<file path="src/rtl/lmi_pkg.sv">
package lmi_pkg;
  localparam int unsigned REG_AW  = 5;
  localparam int unsigned NUM_SRC = 2;

  typedef logic [REG_AW-1:0] reg_idx_t;

  typedef struct packed {
    logic                        valid;
    logic     [NUM_SRC-1:0]      src_en;
    reg_idx_t [NUM_SRC-1:0]      src;
    logic                        dst_we;
    reg_idx_t                    dst;
  } ex_slot_t;

  typedef enum logic {
    WB_PIPE   = 1'b0,
    WB_REFILL = 1'b1
  } wb_src_e;
endpackage

</file>
<file path="src/rtl/lmi_miss_tracker.sv">
module lmi_miss_tracker
  import lmi_pkg::*;
(
  input  logic     clk_i,
  input  logic     rst_ni,
  input  logic     miss_i,
  input  reg_idx_t miss_rd_i,
  input  logic     refill_done_i,
  output logic     busy_o,
  output reg_idx_t pend_rd_o,
  output logic     pend_live_o,
  output logic     mem_stall_o,
  output logic     refill_wb_o
);
  logic     busy_q;
  reg_idx_t rd_q;
  logic     rwb_q;
  logic     accept;
  logic     finish;

  assign accept = miss_i & ~busy_q;
  assign finish = refill_done_i & busy_q;

  always_ff @(posedge clk_i or negedge rst_ni) begin
    if (!rst_ni) begin
      busy_q <= 1'b0;
      rd_q   <= '0;
      rwb_q  <= 1'b0;
    end else begin
      rwb_q <= finish;
      if (accept) begin
        busy_q <= 1'b1;
        rd_q   <= miss_rd_i;
      end else if (finish) begin
        busy_q <= 1'b0;
      end
    end
  end

  // rd_q stays valid through the refill writeback cycle: a new miss is
  // accepted at the earliest at the end of that cycle.
  assign busy_o      = busy_q;
  assign pend_rd_o   = rd_q;
  assign pend_live_o = busy_q & (rd_q != '0);
  assign mem_stall_o = miss_i & busy_q;
  assign refill_wb_o = rwb_q;
endmodule

</file>
<file path="src/rtl/lmi_dep_check.sv">
module lmi_dep_check
  import lmi_pkg::*;
(
  input  ex_slot_t slot_i,
  input  logic     pend_live_i,
  input  reg_idx_t pend_rd_i,
  output logic     hit_o
);
  logic [NUM_SRC-1:0] src_hit;
  logic               dst_hit;

  for (genvar g = 0; g < NUM_SRC; g++) begin : g_src
    assign src_hit[g] = slot_i.src_en[g] && (slot_i.src[g] == pend_rd_i);
  end

  // write-after-write: a younger write must not be clobbered by late refill data
  assign dst_hit = slot_i.dst_we && (slot_i.dst == pend_rd_i);
  assign hit_o   = slot_i.valid && pend_live_i && ((|src_hit) || dst_hit);
endmodule

</file>
<file path="src/rtl/lmi_ex_slot.sv">
module lmi_ex_slot
  import lmi_pkg::*;
(
  input  logic     clk_i,
  input  logic     rst_ni,
  input  logic     advance_i,
  input  ex_slot_t slot_i,
  output ex_slot_t slot_o
);
  ex_slot_t slot_q;

  always_ff @(posedge clk_i or negedge rst_ni) begin
    if (!rst_ni)        slot_q <= '0;
    else if (advance_i) slot_q <= slot_i;
  end

  assign slot_o = slot_q;
endmodule

</file>
<file path="src/rtl/lmi_wb_arb.sv">
module lmi_wb_arb
  import lmi_pkg::*;
(
  input  logic     refill_wb_i,
  input  reg_idx_t refill_rd_i,
  input  logic     pipe_valid_i,
  input  reg_idx_t pipe_rd_i,
  output logic     wb_en_o,
  output wb_src_e  wb_src_o,
  output reg_idx_t wb_rd_o,
  output logic     wb_stall_o
);
  always_comb begin
    if (refill_wb_i) begin
      wb_src_o = WB_REFILL;
      wb_rd_o  = refill_rd_i;
      wb_en_o  = (refill_rd_i != '0);
    end else begin
      wb_src_o = WB_PIPE;
      wb_rd_o  = pipe_rd_i;
      wb_en_o  = pipe_valid_i;
    end
  end

  // refill owns the port; the pipeline writer retries next cycle
  assign wb_stall_o = refill_wb_i & pipe_valid_i;
endmodule

</file>
<file path="src/rtl/load_miss_interlock.sv">
module load_miss_interlock
  import lmi_pkg::*;
(
  input  logic              clk_i,
  input  logic              rst_ni,
  input  logic              id_valid_i,
  input  logic [REG_AW-1:0] id_rs_i,
  input  logic              id_rs_en_i,
  input  logic [REG_AW-1:0] id_rt_i,
  input  logic              id_rt_en_i,
  input  logic [REG_AW-1:0] id_rd_i,
  input  logic              id_rd_we_i,
  input  logic              miss_i,
  input  logic [REG_AW-1:0] miss_rd_i,
  input  logic              refill_done_i,
  input  logic              wb_valid_i,
  input  logic [REG_AW-1:0] wb_rd_i,
  output logic              ex_stall_o,
  output logic              mem_stall_o,
  output logic              wb_stall_o,
  output logic              wb_en_o,
  output logic              wb_refill_o,
  output logic [REG_AW-1:0] wb_rd_o
);
  ex_slot_t id_slot, ex_slot;
  logic     trk_busy, trk_live, trk_rwb;
  reg_idx_t trk_rd;
  logic     dep_hit, advance;
  wb_src_e  wb_src;

  always_comb begin
    id_slot        = '0;
    id_slot.valid  = id_valid_i;
    id_slot.src[0] = id_rs_i;
    id_slot.src[1] = id_rt_i;
    id_slot.src_en = {id_rt_en_i, id_rs_en_i};
    id_slot.dst    = id_rd_i;
    id_slot.dst_we = id_rd_we_i;
  end

  assign advance = ~dep_hit & ~mem_stall_o & ~wb_stall_o;

  lmi_ex_slot u_slot (
    .clk_i     (clk_i),
    .rst_ni    (rst_ni),
    .advance_i (advance),
    .slot_i    (id_slot),
    .slot_o    (ex_slot)
  );

  lmi_miss_tracker u_trk (
    .clk_i         (clk_i),
    .rst_ni        (rst_ni),
    .miss_i        (miss_i),
    .miss_rd_i     (miss_rd_i),
    .refill_done_i (refill_done_i),
    .busy_o        (trk_busy),
    .pend_rd_o     (trk_rd),
    .pend_live_o   (trk_live),
    .mem_stall_o   (mem_stall_o),
    .refill_wb_o   (trk_rwb)
  );

  lmi_dep_check u_dep (
    .slot_i      (ex_slot),
    .pend_live_i (trk_live),
    .pend_rd_i   (trk_rd),
    .hit_o       (dep_hit)
  );

  lmi_wb_arb u_arb (
    .refill_wb_i  (trk_rwb),
    .refill_rd_i  (trk_rd),
    .pipe_valid_i (wb_valid_i),
    .pipe_rd_i    (wb_rd_i),
    .wb_en_o      (wb_en_o),
    .wb_src_o     (wb_src),
    .wb_rd_o      (wb_rd_o),
    .wb_stall_o   (wb_stall_o)
  );

  assign ex_stall_o  = dep_hit;
  assign wb_refill_o = (wb_src == WB_REFILL);
endmodule

</file>
<file path="config.mk">
export PLATFORM = sky130hd
export DESIGN_NAME = load_miss_interlock
export DESIGN_NICKNAME = d
export VERILOG_FILES = /design/src/rtl/lmi_pkg.sv /design/src/rtl/lmi_miss_tracker.sv /design/src/rtl/lmi_dep_check.sv /design/src/rtl/lmi_ex_slot.sv /design/src/rtl/lmi_wb_arb.sv /design/src/rtl/load_miss_interlock.sv
export SDC_FILE = /design/constraint.sdc
export NUM_CORES = 1
export LEC_CHECK = 0
export BUFFER_PORTS_ARGS = -buffer_cell sky130_fd_sc_hd__buf_4
export CORE_MARGIN = 2
export CORE_UTILIZATION = 55
export DETAILED_ROUTE_END_ITERATION = 8
export PLACE_DENSITY_LB_ADDON = 0.12
export REMOVE_ABC_BUFFERS = 1
export SLEW_MARGIN = 10
export SYNTH_ARGS = -nofsm -noshare
export SYNTH_HDL_FRONTEND = slang
export SYNTH_SLANG_ARGS = --single-unit
</file>
<file path="constraint.sdc">
create_clock -name clk_i -period 4.7 [get_ports clk_i]
set_clock_uncertainty 0.2 [all_clocks]
set_input_delay 0.705 -clock clk_i [delete_from_list [all_inputs] [get_ports clk_i]]
set_output_delay 0.705 -clock clk_i [all_outputs]
set_load 0.05 [all_outputs]
</file>
==> impl_results.md, run 1 <==
- Most frequent cells after synthesis: nand2_1 (40), dfrtp_1 (26), nor2_1 (23), and2_1 (19), o311ai_1 (17)
- CTS Hold Bufs: 0
- Count leader, synth: nand2_1
- Clk_lat worst skew: 0.35 ns
- Die width: 63.54 um
- Startpoint type of the worst setup path: flop
- Total core area: 0.003363 mm2
- DR iter-0 viols: 145
- VDD IR-drop max: 204.8 uV
- Total negative slack: 0 ns
- Area leader, netlist: dfrtp_1
- Fraction of layout instances using a drive strength above 1: 0.3178
- Status: completed
- Register area share after synthesis: 0.3338
- FF-to-FF setup slack: 2.29 ns
- Register area: 650.6 um2
- Post-synth EDFFs: 0
- Post-Layout Cell Count: 282
- Syn avg cell area: 9.372 um2
- DRC: 0
- Primary FF master, synth: dfrtp_1
- Syn. warnings: 0
- Fin crit period: 3.249 ns
- Ant diodes: 0
- First-pass GRT wire length: 7.700 mm
- ANT nets after route: 0
- Floorplan row count: 21
- Synthesized flop and latch total: 26
- Gr usage total: 0.2384
- MaxCap Viol Count: 0
- Slew headroom: 0.3652
- Crit path launch: u_trk.pend_rd_o[2]
- Largest net degree at the start of global routing: 40
- Final Slew Violations: 0
- Synth-to-layout area growth: 13.80%
- CTS Buffer Depth: 2
- First-pass detailed-route iteration total: 4
- Power Dens Cells: 459.9 mW/mm2
- Root buf cell: clkbuf_4
- Die Y: 63.54 um
- RSZ-0062 raised after global routing: no
- Crit path kind: flop to output port
- Die Area: 0.004037 mm2
- Worst r2r src: u_trk.pend_rd_o[3]
- Final period util: 0.6912
- Leak: 0.9064 nW
- # setup viols final: 0
- Nets: 271
- PnR Total Power: 1.020 mW
- Detailed-placement wirelength estimate: 3.244 mm
- Setup Fix Bufs, Post-CTS: 0
- Routed len/inst: 16.42 um
- Worst setup EP type: output port
- Initial antenna violation count: 0
- Synth area leaders: dfrtp_1 (33%), a221oi_2 (7.7%), nand2_1 (7.7%), o311ai_1 (7.6%), and2_1 (6.1%)
- # fillers: 291
- Worst-margin pin slew: 0.9522 ns
- I/O Buffers: 43
- Gr ovfl total: 0
- Final hold vios: 0
- Unique masters post-synth: 32
- Multi-input gate area: 0.001120 mm2
- Initial core utilization: 0.5796
- Asr flop ratio synth: 1.000
- CTS buffer count: 3
- FMAX: 0.3078 GHz
- Synth top area share: 0.3338
- Htree depth: 1
- Required @ worst endpoint: 3.80 ns
- Post-Place Cells: 278
- Via count: 1,707
- Mapped Cells: 208
- Placer Congestion: 0.8271
- R2R depth: 6
- Worst-path maximum fanout: 39
- # resized after CTS: 0
- Ports: 44
- Via/cell ratio: 6.053
- Syn Std Cell Area: 0.001949 mm2
- Hold Path Class: primary input to asynchronous set/reset pin
- CTS tree: built
- Drt total wl: 4.631 mm
- CP Data Arrival Time: 2.34 ns
- R2r endpoint: u_slot.slot_o[7]
- Vias in the first global route: 1,688
- CTS Sinks: 26
- Reg clk slew, reported paths: 0.16 ns
==> worst max path at each step <==
stage	to	slack [ns]	depth (start not counted)
final	ex_stall_o	1.45	5
after global routing	ex_stall_o	1.37	5
after CTS	ex_stall_o	1.45	5
after detailed placement	ex_stall_o	1.86	5
after global placement	ex_stall_o	1.98	5
after floorplan	ex_stall_o	1.08	4
==> stage by stage <==
stage	worst slack (ns)	area, um2	hold slack [ns]	util
finish	1.451	2218	0.04123	0.6596
global route	1.367	2218	0.05805	0.6596
CTS	1.453	2218	0.05187	0.6596
detailed placement	1.858	2166	0.3352	0.6440
global placement	1.984	2166	0.3252	0.6440
floorplan	1.084	1764	0.2094	-
==> power by group <==
part           internal (mW)  switching, mW
combinational          0.213          0.259
sequential             0.294         0.0928
clock                 0.0865         0.0745
==> kinds of logic (layout without fill, tap and decap cells) <==
group | Yosys count | count (layout) | synth area share
muxes | 10 | 10 | 0.05777
DFF | 26 | 26 | 0.3338
and+or+nand+nor | 95 | 95 | 0.2311
AOI/OAI and AO/OA | 41 | 41 | 0.2150
xor gates and xnor gates | 15 | 15 | 0.06739
buffers and inverters | 21 | 49 | 0.09499
==> routing by layer <==
metal  global-route usage  up-vias  share of wire
li1                     -      807              -
met1               0.3182      829           0.43
met2               0.3934       63           0.49
met3              0.03571        8          0.063
met4              0.08152        0          0.016
met5                    0        -              0
==> cells in the final DEF (no fill, tap or decap), drive strengths merged <==
cell and instances:
nand3 3, nand2 40, clkbuf 3, xnor2 11, bufinv 1, o311ai 17
nand4 2, a31oi 1, or2 1, dfrtp 26, and3 1, mux2 10
a21oi 1, a22oi 1, a221oi 19, xor2 4, o22ai 1, nor2 23
nor4 1, buf 45, nor2b 1, and2 20, or3 2, nor3 1
o21a 1
==> worst max-delay path: stages (launching register included) <==
cell and delay, ns:
dfrtp_1 0.50, xor2_1 0.21, nor4_1 0.35, and3_4 0.59, o21a_1 0.17, buf_4 0.19
==> state kept, by name, indices dropped and copies added (netlist names) <==
name	flops
u_trk.busy_o	1
u_trk.pend_rd_o	5
u_slot.slot_o	19
u_trk.refill_wb_o	1
==> cell type report <==
type,count,share of cell area
Timing Repair Buffer,45,0.1523
Sequential cell,26,0.2933
Multi-Input combinational cell,161,0.5048
Tap cell,46,0.02594
Clock inverter,1,0.01354
Clock buffer,3,0.01015
No activity file was read; power rests on OpenSTA's default activity.
==> inputs of run 2 (changes only) <==
--- a/config.mk
+++ b/config.mk
@@ -5,9 +5,10 @@
 export SDC_FILE = /design/constraint.sdc
 export NUM_CORES = 1
 export LEC_CHECK = 0
+export ABC_AREA = 1
 export BUFFER_PORTS_ARGS = -buffer_cell sky130_fd_sc_hd__buf_4
 export CORE_MARGIN = 2
-export CORE_UTILIZATION = 55
+export CORE_UTILIZATION = 50
 export DETAILED_ROUTE_END_ITERATION = 8
 export PLACE_DENSITY_LB_ADDON = 0.12
 export REMOVE_ABC_BUFFERS = 1
==> constraint.sdc (replaced) <==
create_clock -name clk_i -period 3.2 [get_ports clk_i]
set_clock_uncertainty 0.2 [all_clocks]
set_input_delay 0.48 -clock clk_i [delete_from_list [all_inputs] [get_ports clk_i]]
set_output_delay 0.48 -clock clk_i [all_outputs]
set_load 0.05 [all_outputs]
==> impl_results.md, run 2 <==
- MaxCap Viol Count: 0
- Reg clk slew, reported paths: 0.14 ns
- Gr usage total: 0.2110
- R2r endpoint: u_slot.slot_o[14]
- Met3 Usage GRT: 0.03401
- Startpoint type of the worst setup path: flop
- FMAX: 0.3966 GHz
- Required @ worst endpoint: 2.52 ns
- Final Hold Slack: 0.1281 ns
- Area leader, netlist: dfrtp_1
- Die width: 57.18 um
- Detailed-placement wirelength estimate: 2.204 mm
- DR iter-0 viols: 50
- CP max-delay cell: dfrtp_1
- CP Cell Sequence: inv_1, nand2_1, nand2_1, nor2_1, nand3_1, nand3_2, nand2_4, inv_1, buf_4
- Primary FF master, synth: dfrtp_1
- Largest net degree at the start of global routing: 27
- Initial core utilization: 0.5217
- Register area share after synthesis: 0.4602
- Total stage count of the critical path: 9
- Top Usage Layer GRT: met2
- Crit path launch: u_trk.pend_rd_o[0]
- Mapped Cells: 205
- Most frequent cells after synthesis: nand2_1 (91), dfrtp_1 (26), nand3_1 (24), inv_1 (21), nor2_1 (17)
- Unique masters post-synth: 17
- CTS buffer count: 3
- Clk_lat worst skew: 0.32 ns
- CTS Sinks: 26
- Synthesized flop and latch total: 26
- Core Util, Final: 0.6570
- Setup ws final: 0.6783 ns
- # setup viols final: 0
- Total negative slack: 0 ns
- First-pass detailed-route iteration total: 4
- Synth area leaders: dfrtp_1 (46%), nand2_1 (24%), nand3_1 (8.5%), inv_1 (5.6%), nor2_1 (4.5%)
- Most common cell after layout, fill and taps aside: nand2_1
- Final hold vios: 0
- Worst slack, placed: 1.058 ns
- Leak: 1.074 nW
- DRC: 0
- Status: completed
- Worst-path maximum fanout: 21
- PnR Total Power: 0.9328 mW
- CTS tree: built
- Register area: 650.6 um2
- I/O Buffers: 43
- Crit path kind: flop to output port
- CP Data Arrival Time: 1.84 ns
- Fraction of layout instances using a drive strength above 1: 0.2154
- Nets: 281
- Ports: 44
- Max reg flops: 19
- Floorplan row count: 19
- Vias in the first global route: 1,253
- Routed len/inst: 11.05 um
- Gr ovfl total: 0
- # resized after CTS: 0
- Worst r2r src: u_trk.pend_rd_o[0]
- Via count: 1,349
- Die Area: 0.003269 mm2
- Placer Congestion: 0.8224
- Critical Path End: ex_stall_o
- First-pass GRT wire length: 5.451 mm
- Htree depth: 1
- Syn Std Cell Area: 0.001414 mm2
- Setup Fix Bufs, Post-CTS: 0
- Final Slew Violations: 0
- Syn. warnings: 0
- Met1 Usage GRT: 0.2899
- Ant diodes: 0
- CTS Buffer Depth: 2
- ANT nets after route: 0
- Root buf cell: clkbuf_4
- VDD IR-drop max: 362.6 uV
- # fillers: 273
- Total core area: 0.002710 mm2
- Worst setup EP type: output port
- FF-to-FF setup slack: 1.33 ns
- CP max stage delay: 0.43 ns
- Worst path bufs/invs: 3
- CP delay by family, top: simple AND/OR/NAND/NOR gates
- Power Dens Cells: 523.9 mW/mm2
- CTS Hold Bufs: 1
- Drt total wl: 3.062 mm
- Slew headroom: 0.5105
- Multi-input gate area: 631.9 um2
- Die Y: 57.18 um
- Syn avg cell area: 6.897 um2
- GR Util met2: 0.3481
- Fin crit period: 2.522 ns
- Via/cell ratio: 4.870
- Post-synth EDFFs: 0
- Asr flop ratio synth: 1.000
- Hold Path Class: primary input to flop
- Count leader, synth: nand2_1
- Final period util: 0.7880
- Initial antenna violation count: 0
- Synth-to-layout area growth: 25.93%
- Synth top area share: 0.4602
- Most frequent cells in the layout: nand2_1 (91), buf_4 (43), dfrtp_1 (26), nand3_1 (24), inv_1 (21)
- Worst-margin pin slew: 0.7334 ns
- R2R depth: 10
- RSZ-0062 raised after global routing: no
## run 2: power breakdown
part           switching [mW]  total (mW)  internal (mW)
combinational           0.209       0.329          0.121
sequential             0.0486       0.436          0.387
clock                  0.0982       0.168         0.0696
## run 2: area by class of cell
| cell class | count | area share |
|---|---|---|
| clock buffer | 4 | 0.02038 |
| inverter | 24 | 0.05060 |
| multi-input combinational | 148 | 0.3549 |
| sequential | 26 | 0.3654 |
| tap | 31 | 0.02178 |
| timing repair buffer | 44 | 0.1869 |
## run 2: per-stage QoR
stage,cells,area (um2)
after floorplan,198,1373
after global placement,272,1734
after detailed placement,272,1734
after CTS,277,1780
after global routing,277,1780
final,277,1780
## run 2: kinds of logic (layout without fill, tap and decap cells)
logic type	after synthesis	count (layout)	share of synthesized area
buffers and inverters	31	72	0.09292
and+or+nand+nor	136	136	0.4044
DFF	26	26	0.4602
AOI/OAI and AO/OA	12	12	0.04247
## run 2: per-layer routing
metal / up-vias / wire length (um)
met1: 592 / 1456
met2: 38 / 1398
met3: 4 / 180
met5: - / 0
met4: 0 / 26
li1: 715 / -
## run 2: worst register-to-register path: stages, from the launching register on
cell and delay [ns]:
dfrtp_1 0.43, inv_1 0.21, nand2_1 0.08, nand2_1 0.07, nor2_1 0.04, nand3_1 0.10
nand3_2 0.09, nand2_4 0.23, nand2_8 0.16, nand2_1 0.12, nand2_1 0.05
## run 2: worst min path at each step
stage,cells after the start,end,slack (ns),start
5_1_grt,2,u_trk.busy_o,0.11,refill_done_i
3_3_place_gp,1,u_slot.slot_o[4],0.21,rst_ni
6_report,2,u_trk.busy_o,0.13,refill_done_i
2_1_floorplan,0,u_slot.slot_o[0],-0.02,rst_ni
3_5_place_dp,1,u_slot.slot_o[4],0.21,rst_ni
4_1_cts,2,u_trk.busy_o,0.13,refill_done_i
==> inputs of run 3 (changes only) <==
==> constraint.sdc (replaced) <==
create_clock -name clk_i -period 2.4 [get_ports clk_i]
set_clock_uncertainty 0.2 [all_clocks]
set_input_delay 0.36 -clock clk_i [delete_from_list [all_inputs] [get_ports clk_i]]
set_output_delay 0.36 -clock clk_i [all_outputs]
set_load 0.05 [all_outputs]
==> impl_results.md, run 3 (synthesized netlist as in run 2, its figures left out) <==
- Status: completed
- Largest net degree at the start of global routing: 27
- Final Hold Slack: 0.04713 ns
- Initial core utilization: 0.5217
- Worst setup EP type: output port
- Ports: 44
- Root buf cell: clkbuf_4
- MaxCap Viol Count: 0
- Most common cell after layout, fill and taps aside: nand2_1
- RSZ-0062 raised after global routing: no
- Leak: 1.091 nW
- Final period util: 0.9326
- CP Data Arrival Time: 1.68 ns
- CTS tree: built
- Fraction of layout instances using a drive strength above 1: 0.2329
- Gr usage total: 0.2079
- Via count: 1,364
- Hold path cells: 3
- Die width: 57.18 um
- VDD IR-drop max: 466.7 uV
- Initial antenna violation count: 0
- Most frequent cells in the layout: nand2_1 (91), buf_4 (45), dfrtp_1 (25), nand3_1 (24), inv_1 (19)
- GR Util met2: 0.3481
- Startpoint type of the worst setup path: flop
- Total core area: 0.002710 mm2
- Drt total wl: 3.105 mm
- Final Slew Violations: 0
- First-pass GRT wire length: 5.361 mm
- ANT nets after route: 0
- Worst slack, placed: 0.4690 ns
- FMAX: 0.4468 GHz
- Ant diodes: 0
- I/O Buffers: 43
- DRC: 0
- Slew headroom: 0.6594
- Gr ovfl total: 0
- Via/cell ratio: 4.871
- Clk_lat worst skew: 0.32 ns
- # setup viols final: 0
- Hold Path Class: primary input to flop
- Fin crit period: 2.238 ns
- Met1 Usage GRT: 0.2788
- Detailed-placement wirelength estimate: 2.287 mm
- Top Usage Layer GRT: met2
- Total negative slack: 0 ns
- Required @ worst endpoint: 1.84 ns
- Worst-path maximum fanout: 17
- CTS buffer count: 3
- Setup ws final: 0.1619 ns
- Floorplan row count: 19
- Die Y: 57.18 um
- CTS Sinks: 26
- Nets: 284
- Routed len/inst: 11.09 um
- Htree depth: 1
- DR iter-0 viols: 86
- Synth-to-layout area growth: 28.94%
- CTS Buffer Depth: 2
- Worst-margin pin slew: 0.5104 ns
- Final hold vios: 0
- Vias in the first global route: 1,263
- Placer Congestion: 0.8377
- Die Area: 0.003269 mm2
- R2R depth: 11
- Setup Fix Bufs, Post-CTS: 0
- Met3 Usage GRT: 0.03401
- Power Dens Cells: 730.5 mW/mm2
- Crit path kind: flop to output port
- Reg clk slew, reported paths: 0.15 ns
- Max reg flops: 19
- First-pass detailed-route iteration total: 4
==> run 3: cell count changes in the layout (fill, tap and decap cells not counted), sizes merged <==
cell / delta
buf: +2
bufinv: +1
clkbuf: -1
dlygate4sd3: +1
==> run 3: critical path, cell delays in order (launching register included) <==
cell and delay [ns]:
dfrtp_2 0.44, inv_2 0.07, nand2_1 0.06, nand2_1 0.04
nor2_1 0.13, nand3_1 0.10, nand3_2 0.10, nand2_4 0.13
inv_1 0.09, buf_4 0.19
==> run 3: where the power goes <==
group	switching, mW	internal [mW]	total (mW)
sequential	0.0676	0.517	0.584
clock	0.134	0.169	0.303
combinational	0.278	0.166	0.444
==> run 3: repair_timing <==
action	CTS	global route
resized for setup	0	3
hold buffers	2	0
setup endpoints to repair	0	1
hold endpoints to repair	27	0
==> run 3: stage by stage <==
stage            util  total power, mW  instance area, um2  instances
6_report       0.6727            1.332                1823        280
4_1_cts        0.6722            1.339                1822        280
5_1_grt        0.6727            1.431                1823        280
2_1_floorplan       -           0.8827                1373        198
3_3_place_gp   0.6454            1.028                1749        274
3_5_place_dp   0.6454            1.035                1749        274
==> run 3: final cells by class <==
class / instances / area [um2]
tap: 31 / 38.79
clock buffer: 3 / 22.52
multi-input combinational: 148 / 631.9
timing repair buffer: 47 / 357.8
inverter: 24 / 90.09
clock inverter: 1 / 30.03
fill: 265 / 887.1
sequential: 26 / 651.9
==> run 3: routing by layer <==
metal,routed length (um),up-vias
met4,34,0
met5,0,-
met2,1434,44
li1,-,717
met1,1404,599
met3,231,4
==> run 3: worst paths after layout <==
| check | startpoint | end | slack [ns] |
|---|---|---|---|
| worst max register to register | u_trk.pend_rd_o[3] | u_slot.slot_o[9] | 0.54 |
| max in group asynchronous | rst_ni | u_trk.pend_rd_o[4] | 1.48 |
| min in group asynchronous | rst_ni | u_trk.pend_rd_o[1] | 0.26 |
| worst min register to register | u_slot.slot_o[17] | u_slot.slot_o[17] | 0.29 |
| worst min-delay path | id_rs_i[2] | u_slot.slot_o[8] | 0.05 |
| worst max-delay path | u_trk.pend_rd_o[4] | ex_stall_o | 0.16 |
